<file path="src/rtl/sdh_irq_pkg.sv">
package sdh_irq_pkg;

    localparam int DW = 32;

    // register byte offsets
    localparam int OFS_STAT1 = 'h038;
    localparam int OFS_STAT2 = 'h03C;
    localparam int OFS_MASK1 = 'h040;
    localparam int OFS_MASK2 = 'h044;

    // status word 1 bit positions
    localparam int B1_RESP     = 0;
    localparam int B1_DATA     = 2;
    localparam int B1_CARD_OUT = 3;
    localparam int B1_CARD_IN  = 4;
    localparam int B1_CD_LVL   = 5;

    // status word 2 bit positions
    localparam int B2_CMD_IDX  = 0;
    localparam int B2_CRC      = 1;
    localparam int B2_END_BIT  = 2;
    localparam int B2_DATA_TMO = 3;
    localparam int B2_ILL_WR   = 4;
    localparam int B2_ILL_RD   = 5;
    localparam int B2_RESP_TMO = 6;
    localparam int B2_DAT0     = 7;
    localparam int B2_RBUF     = 8;
    localparam int B2_WBUF     = 9;
    localparam int B2_BUSY     = 14;
    localparam int B2_ILL_ACC  = 15;

    localparam logic [DW-1:0] STICKY1 = DW'((1 << B1_RESP) | (1 << B1_DATA) |
                                            (1 << B1_CARD_OUT) | (1 << B1_CARD_IN));
    localparam logic [DW-1:0] STICKY2 = DW'(32'h7F | (1 << B2_RBUF) |
                                            (1 << B2_WBUF) | (1 << B2_ILL_ACC));

    typedef enum logic [2:0] {
        SEL_NONE,
        SEL_STAT1,
        SEL_STAT2,
        SEL_MASK1,
        SEL_MASK2
    } reg_sel_e;

    typedef struct packed {
        logic resp_done;
        logic data_done;
        logic card_out;
        logic card_in;
    } ev1_t;

    typedef struct packed {
        logic ill_access;
        logic wbuf;
        logic rbuf;
        logic resp_tmo;
        logic ill_rd;
        logic ill_wr;
        logic data_tmo;
        logic end_bit;
        logic crc;
        logic cmd_idx;
    } ev2_t;

    typedef struct packed {
        logic card_lvl;
        logic dat0;
        logic busy;
    } live_t;

    function automatic reg_sel_e decode_addr(input logic [31:0] a);
        case (a)
            32'(OFS_STAT1): return SEL_STAT1;
            32'(OFS_STAT2): return SEL_STAT2;
            32'(OFS_MASK1): return SEL_MASK1;
            32'(OFS_MASK2): return SEL_MASK2;
            default:        return SEL_NONE;
        endcase
    endfunction

    function automatic logic [DW-1:0] place_ev1(input ev1_t e);
        logic [DW-1:0] v;
        v = '0;
        v[B1_RESP]     = e.resp_done;
        v[B1_DATA]     = e.data_done;
        v[B1_CARD_OUT] = e.card_out;
        v[B1_CARD_IN]  = e.card_in;
        return v;
    endfunction

    function automatic logic [DW-1:0] place_ev2(input ev2_t e);
        logic [DW-1:0] v;
        v = '0;
        v[B2_CMD_IDX]  = e.cmd_idx;
        v[B2_CRC]      = e.crc;
        v[B2_END_BIT]  = e.end_bit;
        v[B2_DATA_TMO] = e.data_tmo;
        v[B2_ILL_WR]   = e.ill_wr;
        v[B2_ILL_RD]   = e.ill_rd;
        v[B2_RESP_TMO] = e.resp_tmo;
        v[B2_RBUF]     = e.rbuf;
        v[B2_WBUF]     = e.wbuf;
        v[B2_ILL_ACC]  = e.ill_access;
        return v;
    endfunction

    function automatic logic [DW-1:0] place_live1(input live_t l);
        logic [DW-1:0] v;
        v = '0;
        v[B1_CD_LVL] = l.card_lvl;
        return v;
    endfunction

    function automatic logic [DW-1:0] place_live2(input live_t l);
        logic [DW-1:0] v;
        v = '0;
        v[B2_DAT0] = l.dat0;
        v[B2_BUSY] = l.busy;
        return v;
    endfunction

endpackage

</file>
<file path="src/rtl/sdh_cd_sync.sv">
module sdh_cd_sync #(
    parameter int STAGES = 2
) (
    input  logic clk,
    input  logic rst,
    input  logic raw,
    output logic level,
    output logic rise,
    output logic fall
);
    logic [STAGES-1:0] chain_q;
    logic              prev_q;

    always_ff @(posedge clk) begin
        if (rst) begin
            chain_q <= '0;
            prev_q  <= 1'b0;
        end else begin
            chain_q <= {chain_q[STAGES-2:0], raw};
            prev_q  <= chain_q[STAGES-1];
        end
    end

    assign level = chain_q[STAGES-1];
    assign rise  = level & ~prev_q;
    assign fall  = ~level & prev_q;
endmodule

</file>
<file path="src/rtl/sdh_edge_rise.sv">
module sdh_edge_rise #(
    parameter int W = 2
) (
    input  logic         clk,
    input  logic         rst,
    input  logic [W-1:0] lvl,
    output logic [W-1:0] rise
);
    logic [W-1:0] prev_q;

    always_ff @(posedge clk) begin
        if (rst) prev_q <= '0;
        else     prev_q <= lvl;
    end

    assign rise = lvl & ~prev_q;
endmodule

</file>
<file path="src/rtl/sdh_sticky_bank.sv">
module sdh_sticky_bank #(
    parameter int           W         = 32,
    parameter logic [W-1:0] KEEP_BITS = '1
) (
    input  logic         clk,
    input  logic         rst,
    input  logic         wr_clr,
    input  logic [W-1:0] wdata,
    input  logic [W-1:0] set,
    output logic [W-1:0] q
);
    logic [W-1:0] kept;

    // write-zero clears; an event in the same cycle overrides the clear
    assign kept = wr_clr ? (q & wdata) : q;

    always_ff @(posedge clk) begin
        if (rst) q <= '0;
        else     q <= kept | (set & KEEP_BITS);
    end
endmodule

</file>
<file path="src/rtl/sdh_irq_status.sv">
module sdh_irq_status
    import sdh_irq_pkg::*;
#(
    parameter int AW        = 12,
    parameter int CD_STAGES = 2
) (
    input  logic          clk,
    input  logic          rst,
    input  logic          reg_wr_en,
    input  logic [AW-1:0] reg_addr,
    input  logic [31:0]   reg_wdata,
    output logic [31:0]   reg_rdata,
    input  logic          ev_resp_done,
    input  logic          ev_data_done,
    input  logic          ev_cmd_idx_err,
    input  logic          ev_crc_err,
    input  logic          ev_end_bit_err,
    input  logic          ev_data_tmo,
    input  logic          ev_ill_wr,
    input  logic          ev_ill_rd,
    input  logic          ev_resp_tmo,
    input  logic          ev_ill_access,
    input  logic          rbuf_full,
    input  logic          wbuf_empty,
    input  logic          cmd_busy,
    input  logic          dat0_line,
    input  logic          card_detect,
    output logic          irq
);
    localparam int NWORD = 2;
    localparam logic [NWORD-1:0][DW-1:0] STICKY_TBL = {STICKY2, STICKY1};

    reg_sel_e sel;
    assign sel = decode_addr(32'(reg_addr));

    // card detect synchronizer and edge events
    logic cd_lvl, cd_rise, cd_fall;
    sdh_cd_sync #(.STAGES(CD_STAGES)) u_cd (
        .clk(clk), .rst(rst), .raw(card_detect),
        .level(cd_lvl), .rise(cd_rise), .fall(cd_fall)
    );

    // buffer-ready levels become one pulse per block
    logic [1:0] buf_rise;
    sdh_edge_rise #(.W(2)) u_buf (
        .clk(clk), .rst(rst),
        .lvl({wbuf_empty, rbuf_full}), .rise(buf_rise)
    );

    ev1_t  ev1;
    ev2_t  ev2;
    live_t live;

    always_comb begin
        ev1.resp_done  = ev_resp_done;
        ev1.data_done  = ev_data_done;
        ev1.card_out   = cd_fall;
        ev1.card_in    = cd_rise;
        ev2.ill_access = ev_ill_access;
        ev2.wbuf       = buf_rise[1];
        ev2.rbuf       = buf_rise[0];
        ev2.resp_tmo   = ev_resp_tmo;
        ev2.ill_rd     = ev_ill_rd;
        ev2.ill_wr     = ev_ill_wr;
        ev2.data_tmo   = ev_data_tmo;
        ev2.end_bit    = ev_end_bit_err;
        ev2.crc        = ev_crc_err;
        ev2.cmd_idx    = ev_cmd_idx_err;
        live.card_lvl  = cd_lvl;
        live.dat0      = dat0_line;
        live.busy      = cmd_busy;
    end

    logic [NWORD-1:0][DW-1:0] set_vec;
    logic [NWORD-1:0][DW-1:0] st_q;
    logic [NWORD-1:0][DW-1:0] msk_q;
    logic [NWORD-1:0]         stat_hit;
    logic [NWORD-1:0]         mask_hit;

    assign set_vec[0]  = place_ev1(ev1);
    assign set_vec[1]  = place_ev2(ev2);
    assign stat_hit[0] = reg_wr_en && (sel == SEL_STAT1);
    assign stat_hit[1] = reg_wr_en && (sel == SEL_STAT2);
    assign mask_hit[0] = reg_wr_en && (sel == SEL_MASK1);
    assign mask_hit[1] = reg_wr_en && (sel == SEL_MASK2);

    for (genvar g = 0; g < NWORD; g++) begin : g_word
        sdh_sticky_bank #(.W(DW), .KEEP_BITS(STICKY_TBL[g])) u_bank (
            .clk(clk), .rst(rst), .wr_clr(stat_hit[g]),
            .wdata(reg_wdata), .set(set_vec[g]), .q(st_q[g])
        );

        always_ff @(posedge clk) begin
            if (rst)              msk_q[g] <= '1;
            else if (mask_hit[g]) msk_q[g] <= reg_wdata;
        end
    end

    // named views for the bound checker
    logic [DW-1:0] st1_q, st2_q, msk1_q, msk2_q;
    assign st1_q  = st_q[0];
    assign st2_q  = st_q[1];
    assign msk1_q = msk_q[0];
    assign msk2_q = msk_q[1];

    always_comb begin
        case (sel)
            SEL_STAT1: reg_rdata = st_q[0] | place_live1(live);
            SEL_STAT2: reg_rdata = st_q[1] | place_live2(live);
            SEL_MASK1: reg_rdata = msk_q[0];
            SEL_MASK2: reg_rdata = msk_q[1];
            default:   reg_rdata = '0;
        endcase
    end

    assign irq = |(st_q[0] & ~msk_q[0]) | |(st_q[1] & ~msk_q[1]);
endmodule

</file>
<file path="config.mk">
export PLATFORM = sky130hd
export DESIGN_NAME = sdh_irq_status
export DESIGN_NICKNAME = d
export VERILOG_FILES = /design/src/rtl/sdh_irq_pkg.sv /design/src/rtl/sdh_cd_sync.sv /design/src/rtl/sdh_edge_rise.sv /design/src/rtl/sdh_sticky_bank.sv /design/src/rtl/sdh_irq_status.sv
export SDC_FILE = /design/constraint.sdc
export NUM_CORES = 1
export LEC_CHECK = 0
export ABC_AREA = 1
export BUFFER_PORTS_ARGS = -buffer_cell sky130_fd_sc_hd__buf_2
export CAP_MARGIN = 20
export CELL_PAD_IN_SITES_DETAIL_PLACEMENT = 1
export CELL_PAD_IN_SITES_GLOBAL_PLACEMENT = 1
export CORE_ASPECT_RATIO = 0.9
export CORE_UTILIZATION = 36
export CTS_CLUSTER_SIZE = 30
export DETAILED_ROUTE_END_ITERATION = 8
export PLACE_DENSITY_LB_ADDON = 0.1
export SYNTH_ARGS = -nofsm -noshare
export SYNTH_HDL_FRONTEND = slang
export SYNTH_SLANG_ARGS = --single-unit
</file>
<file path="constraint.sdc">
create_clock -name clk -period 1.61 [get_ports clk]
set_input_delay 0.4025 -clock clk [delete_from_list [all_inputs] [get_ports clk]]
set_output_delay 0.4025 -clock clk [all_outputs]
set_load 0.03 [all_outputs]
</file>
Word-level counts from Yosys, hierarchy flattened
Index checks and enable logic that the tools add are counted.

Flip-flop bits (word level): 133. Input port bits: 62. Output and inout port bits: 33. Word-level logic and storage cells: 42.

Bitwise operators: 17. Equality and inequality tests: 8. Mux-type cells: 4. Reductions and logical operators: 6.

Operators by type and width (number): bitwise AND 32 bit (4); one-hot mux 32 bit (4 select lines) (1); two-way mux 32 bit (2); NOT 32 bit (2); OR reduction 32 bit (2); bitwise OR 32 x 15 -> 32 bit (1); bitwise OR 32 x 16 -> 32 bit (1); bitwise OR 32 x 5 -> 32 bit (1); bitwise OR 32 x 6 -> 32 bit (1); == test 12 x 6 -> 1 bit, second input constant (2); == test 12 x 7 -> 1 bit, second input constant (2); one-hot mux 3 bit (4 select lines) (1); == test 3 x 2 -> 1 bit, second input constant (2); logical AND 1 bit (4); == test 3 x 1 -> 1 bit, second input constant (1); == test 3 bit, second input constant (1); bitwise AND 1 bit (2); bitwise AND 2 bit (1); NOT 1 bit (2); NOT 2 bit (1); bitwise OR 1 bit (1).

Depth between registers and ports, before layout
Gate-level depths: netlist of run 1.

Depth after elaboration: 6. Gate-level depth with buffers: 10.

Cells and area by module
A second synthesis of run 1 with hierarchy kept.

Cell total of the unflattened synthesis: 955. Area, all modules: 6630.1 um^2.

By module, submodules not included: sdh_irq_status (area each 4236.6 um^2, seq. area each 1281.2 um^2, times used 1, cells each 688); sdh_sticky_bank (g_word[1].u_bank) (area each 1157.4 um^2, seq. area each 640.6 um^2, times used 1, cells each 133); sdh_sticky_bank (g_word[0].u_bank) (area each 1079.8 um^2, seq. area each 640.6 um^2, times used 1, cells each 114); sdh_cd_sync (area each 93.8 um^2, seq. area each 60.1 um^2, times used 1, cells each 12); sdh_edge_rise (area each 62.6 um^2, seq. area each 40.0 um^2, times used 1, cells each 8).

Worst setup path before layout of run 1
OpenSTA, ideal clock, no wires.

Kind: input -> output. Start point: in reg_addr[11]. End point: out reg_rdata[5]. Arrival time: 1.479 ns. Stages: 8. Required time: 1.207 ns. Buffers on the path: 1. Path slack: -0.272 ns. Cells stage by stage: nor2_1 nand2_2 nor2_8 nand2_4 inv_1 buf_2 o21ai_0 nand4_1.

Longest elaborated chain between the ends: 4. Elaborated cells on any way between the ends: 10.

RTL lines: from (decl) (RTL line sdh_irq_status.sv:10) `input logic [AW-1:0] reg_addr,`; == test 12 x 7 -> 1 bit / == test 12 x 6 -> 1 bit (equally long branches) (RTL line sdh_irq_pkg.sv:72) `case (a)`; one-hot mux 3 bit (4 select lines) (*) (RTL line sdh_irq_pkg.sv:72); == test 3 bit (tied with other cells) (RTL line sdh_irq_status.sv:107) `case (sel)`; one-hot mux 32 bit (4 select lines) (*) (RTL line sdh_irq_status.sv:107); to (decl) (RTL line sdh_irq_status.sv:12) `output logic [31:0] reg_rdata,`.

Every way passes the cells marked *; elsewhere a longest branch is shown, timed or not.

Worst setup path after layout of run 1
Start point: in reg_addr[10]. End point: out reg_rdata[13].

The elaborated chain is that of the path after synthesis.

==> results.py, run 1 <==
metrics = {
    "run_status": {
        "outcome": "complete, but fails checks",
        "violations": "setup timing",
    },
    "cts": {
        "cts_buffers": 17,
        "clk_path_buf_depth": 2,
        "cts.htree.levels": 4,
        "clockRootBuffer": "clkbuf_16",
        "cts_sinks": 133,
        "clock_latency_ps": 430,
        "cts_tree": "built",
        "clkSlewWorstSetupHoldPaths_ps": 60,
    },
    "yosys": {
        "ys_seq_elements": 133,
        "synth_mux_area_frac": 0,
        "netlist_area_sq_um": 6480,
        "yosysTopAreaCell": "dfxtp_1",
        "yosysWarnings": 0,
        "syn_area_per_cell_sq_um": 6.56,
        "synth_nets": 1050,
        "synth-adder-area-share": 0,
        "synth_cells": 988,
        "synth-compound-area-share": 0.0139,
        "yosys.cell_types.count": 22,
        "synth_area_leaders": "dfxtp_1 (41%), nand2_1 (19%), nand3_1 (14%)",
        "synth_seq_area_share": 0.411,
        "synth-xor-area-share": 0,
        "synth_top_area_share": 0.411,
        "synth-simple-area-share": 0.429,
        "synth_top_family_by_area": "simple AND/OR/NAND/NOR gates",
    },
    "final_layout": {
        "syn2layout_area_growth_pct": 54.0,
        "final_cell_mix": "nand2_1 (283), inv_1 (165), dfxtp_1 (123)",
        "final_common_cell": "nand2_1",
        "final_layout_size_suffix_gt1_frac": 0.334,
        "utilization": 0.567,
        "fin_cells": 1420,
        "finalNetCount": 1229,
        "diodes": 0,
    },
    "drt": {
        "ant_nets": 0,
        "first_iter_violations": 424,
        "drcViolationCount": 0,
        "wl_per_cell_um": 19.5,
        "routed_wl_um": 27600,
        "first_pass_iters": 5,
        "via_per_inst": 5.13,
        "vias": 7286,
    },
    "place": {
        "gp_congestion": 0.790,
        "io_buffers": 94,
        "hpwl_um": 15700,
        "pre_cts_ws_ps": -491,
        "place_inst": 1356,
    },
    "critical_path": {
        "cp_max_fo": 6,
        "required_ps": 1210,
        "arrival_ps": 1680,
        "critPathKind": "in -> out",
        "start_kind": "primary input",
        "endpoint_kind": "primary output",
    },
    "sta": {
        "slew_violations": 0,
        "rsz0062_at_grt": "yes",
        "setup_violations": 46,
        "period_share": 1.29,
        "layout_setup_ws_ps": -473,
        "timing.fmax_mhz": 480,
        "min_period_ps": 2080,
        "final-hold-violation-count": 0,
        "max_slew_margin": 0.719,
        "skew_ps": 3.70,
        "fin_tns_setup_ps": -12670,
        "worst_pin_slew_ps": 422,
    },
    "job": {
        "cap_viol_max_count": 0,
    },
    "global_route": {
        "grt_pass1_wl_um": 40500,
        "grt_max_degree": 77,
        "gr-total-overflow": 0,
        "track_usage": 0.291,
        "antenna_found_initial": 0,
        "grt_pass1_vias": 7644,
    },
    "floorplanning": {
        "rows": 46,
        "ios": 95,
        "die_w_um": 143,
        "die_area_sq_um": 18500,
        "core_sq_um": 17600,
        "die_h_um": 129,
        "start_util": 0.368,
    },
    "power": {
        "p_per_area_nw_per_um2": 798,
        "finalPower_w": 0.00797,
        "p_leak_nw": 5.28,
        "vdd_drop_max_mv": 0.699,
    },
    "hold_path": {
        "hold_class": "in -> reg",
    },
}
[logic make-up after synthesis]
| family | count (synthesis) |
|---|---|
| AOI/OAI and AO/OA | 17 |
| buffers and inverters | 226 |
| DFF | 133 |
| and+or+nand+nor | 612 |
[layer usage]
metal	wire, um	share of wire	track usage	up-vias
li1	-	-	-	3458
met2	13900	0.50	0.517	188
met3	1170	0.042	0.0492	49
met1	11900	0.43	0.362	3591
met4	673	0.024	0.0807	0
met5	0	0	0	-
[layout make-up]
class	instances	area, sq um
Tap cell	240	300
Inverter	175	687
Clock inverter	9	150
Fill cell	2187	7630
Sequential cell	133	2680
Clock buffer	23	468
Timing Repair Buffer	211	2260
Multi-Input combinational cell	629	3440
[through the flow]
stage,cell area (sq um),hold slack [ps]
global placement,7910,397
CTS,9560,169
global route,9980,191
detailed placement,7910,407
finish,9980,174
floorplan,6590,388
[Yosys cell counts (all sizes together)]
master  number
a21oi       11
buf         34
clkbuf      17
dfxtp      133
inv        175
nand2      335
nand3      183
nand3b       1
nand4       59
nor2        30
nor3         4
o211ai       2
o21ai        4
[worst paths after layout]
check	start	endpoint	slack, ps	cells past startpoint
hold / removal	card_detect	u_cd.chain_q[0]	170	3
setup / recovery	reg_addr[10]	reg_rdata[13]	-470	10
setup reg to reg	u_cd.chain_q[1]	g_word[0].u_bank.q[4]	850	4
hold reg to reg	u_cd.chain_q[0]	u_cd.chain_q[1]	420	2
[power breakdown]
part / internal (W) / total [W] / switching, W
clock network: 0.00267 / 0.00418 / 0.00151
logic: 0.000171 / 0.000447 / 0.000276
registers: 0.00332 / 0.00334 / 0.0000211
[critical path: stages]
cell,delay (ps)
buf_6,100
nor2_4,110
nand2_4,100
nor2_4,190
buf_6,150
buf_12,120
buf_16,130
nand3_2,60
nand4_1,150
buf_6,150
[flip-flops by register name, summed over array words and instances, names as in the netlist]
register,cells
msk1_q,32
u_cd.prev_q,1
u_buf.prev_q,2
u_cd.chain_q,2
g_word.u_bank.q,64
msk2_q,32
[timing repair]
item,4_1_cts,5_1_grt
hold buffers,0,0
pin swaps,26,32
setup buffers,17,6
gates resized for setup,152,107
setup endpoints to repair,33,97
endpoints found under the hold margin,0,0
gates cloned,11,7
Power figures use the tool's default switching activity.
==> run 2: changes to the inputs <==
--- a/config.mk
+++ b/config.mk
@@ -6,6 +6,7 @@
 export NUM_CORES = 1
 export LEC_CHECK = 0
 export ABC_AREA = 1
+export ABC_CLOCK_PERIOD_IN_PS = 1610
 export BUFFER_PORTS_ARGS = -buffer_cell sky130_fd_sc_hd__buf_2
 export CAP_MARGIN = 20
 export CELL_PAD_IN_SITES_DETAIL_PLACEMENT = 1
@@ -15,6 +16,7 @@
 export CTS_CLUSTER_SIZE = 30
 export DETAILED_ROUTE_END_ITERATION = 8
 export PLACE_DENSITY_LB_ADDON = 0.1
+export REMOVE_ABC_BUFFERS = 1
 export SYNTH_ARGS = -nofsm -noshare
 export SYNTH_HDL_FRONTEND = slang
 export SYNTH_SLANG_ARGS = --single-unit
==> results.py, run 2 (synthesis results as in run 1) <==
metrics = {
    "sta": {
        "max_slew_margin": 0.793,
        "worst_pin_slew_ps": 311,
        "period_share": 1.32,
        "skew_ps": 6.77,
        "setup_violations": 37,
        "slew_violations": 0,
        "timing.fmax_mhz": 469,
        "rsz0062_at_grt": "yes",
        "final-hold-violation-count": 0,
        "min_period_ps": 2130,
        "layout_setup_ws_ps": -520,
    },
    "global_route": {
        "antenna_found_initial": 0,
        "grt_pass1_wl_um": 37200,
        "track_usage": 0.266,
        "grt_max_degree": 59,
        "gr-total-overflow": 0,
        "grt_pass1_vias": 7098,
    },
    "cts": {
        "cts.htree.levels": 4,
        "cts_sinks": 133,
        "cts_tree": "built",
        "cts_buffers": 17,
        "clk_path_buf_depth": 2,
        "clkSlewWorstSetupHoldPaths_ps": 60,
        "clockRootBuffer": "clkbuf_16",
        "clock_latency_ps": 430,
        "hold_buffers": 0,
    },
    "final_layout": {
        "finalNetCount": 1224,
        "multi_input_area_sq_um": 3170,
        "final_cell_mix": "nand2_1 (321), inv_1 (163), nand3_1 (144)",
        "design_area_sq_um": 9490,
        "final_common_cell": "nand2_1",
        "diodes": 0,
        "syn2layout_area_growth_pct": 46.5,
        "register_area_sq_um": 2670,
        "nFillCells": 2278,
        "largest_reg_flops": 64,
        "regMostFlops": "g_word.u_bank.q",
        "final_layout_size_suffix_gt1_frac": 0.277,
    },
    "critical_path": {
        "required_ps": 1210,
        "crit_chain": "buf_6 -> nor2_4 -> nand3b_1 -> nor2_4 -> buf_12 -> clkbuf_16 -> nand3_1 -> nand4_1 -> buf_6",
        "endpoint_kind": "primary output",
        "start_kind": "primary input",
        "cpPeakStageDelay_ps": 270,
        "slowest_stage": "nor2_4",
        "arrival_ps": 1730,
        "critPathKind": "in -> out",
        "cp_max_fo": 8,
    },
    "drt": {
        "routed_wl_um": 25600,
        "drcViolationCount": 0,
        "first_iter_violations": 376,
        "first_pass_iters": 4,
        "ant_nets": 0,
        "via_per_inst": 5.05,
        "wl_per_cell_um": 18.2,
        "vias": 7140,
    },
    "floorplanning": {
        "die_area_sq_um": 18500,
        "core_sq_um": 17600,
        "die_w_um": 143,
        "start_util": 0.368,
        "die_h_um": 129,
        "ios": 95,
        "rows": 46,
    },
    "place": {
        "pre_cts_ws_ps": -544,
        "io_buffers": 94,
        "dpl_cell_area_sq_um": 7840,
        "hpwl_um": 15500,
        "gp_congestion": 0.767,
    },
    "job": {
        "cap_viol_max_count": 0,
    },
    "hold_path": {
        "hold_class": "in -> reg",
    },
    "run_status": {
        "outcome": "complete, but fails checks",
        "violations": "setup timing",
    },
    "power": {
        "vdd_drop_max_mv": 0.650,
        "p_leak_nw": 5.16,
        "p_per_area_nw_per_um2": 860,
    },
}
==> run 2: layout make-up <==
type / count / share of cell area
clock buffer: 22 / 0.0510
tap: 240 / 0.0316
sequential: 133 / 0.282
multi-input combinational: 629 / 0.334
clock inverter: 8 / 0.0181
inverter: 175 / 0.0720
timing repair buffer: 206 / 0.212
==> run 2: final timing paths <==
path / startpoint / to / slack (ps) / cells after the start
worst min register to register: u_cd.chain_q[0] / u_cd.chain_q[1] / 420 / 2
worst max register to register: msk2_q[14] / msk2_q[14] / 770 / 4
worst min-delay path: card_detect / u_cd.chain_q[0] / 180 / 3
worst max-delay path: reg_addr[5] / reg_rdata[3] / -520 / 9
==> run 2: metal layers <==
layer | GRT usage | share of wire | vias up
met1 | 0.334 | 0.45 | 3514
met5 | 0 | 0 | -
met4 | 0.0776 | 0.018 | 0
li1 | - | - | 3443
met2 | 0.459 | 0.50 | 152
met3 | 0.0521 | 0.039 | 31
==> run 2: worst max-delay path: cells and delay by family <==
family | cells | cell delay [ps]
buffers and inverters | 4 | 590
and+or+nand+nor | 5 | 720
==> run 2: report_power, final <==
part           leakage [nW]  internal (W)  switching [W]
registers              1.07       0.00332      0.0000196
clock network         0.318       0.00290        0.00152
logic                  3.77      0.000154       0.000254
total                  5.16       0.00637        0.00179
==> run 2: repair_timing <==
action / in CTS / in global routing
setup endpoints to repair: 33 / 33
gates resized for setup: 112 / 69
hold endpoints to repair: 0 / 0
pin swaps: 17 / 41
buffers inserted: 5 / 7
gates cloned: 4 / 7
==> run 2: metrics by stage <==
stage	std cells	setup TNS [ps]	util	hold WS, ps	power (W)
finish	1413	-14820	0.539	175	0.00816
global route	1413	-17410	0.539	179	0.00838
CTS	1399	-11440	0.510	172	0.00817
detailed placement	1361	-40100	0.445	419	0.00377
global placement	1361	-36590	0.445	407	0.00376
floorplan	937	-72720	-	388	0.00353
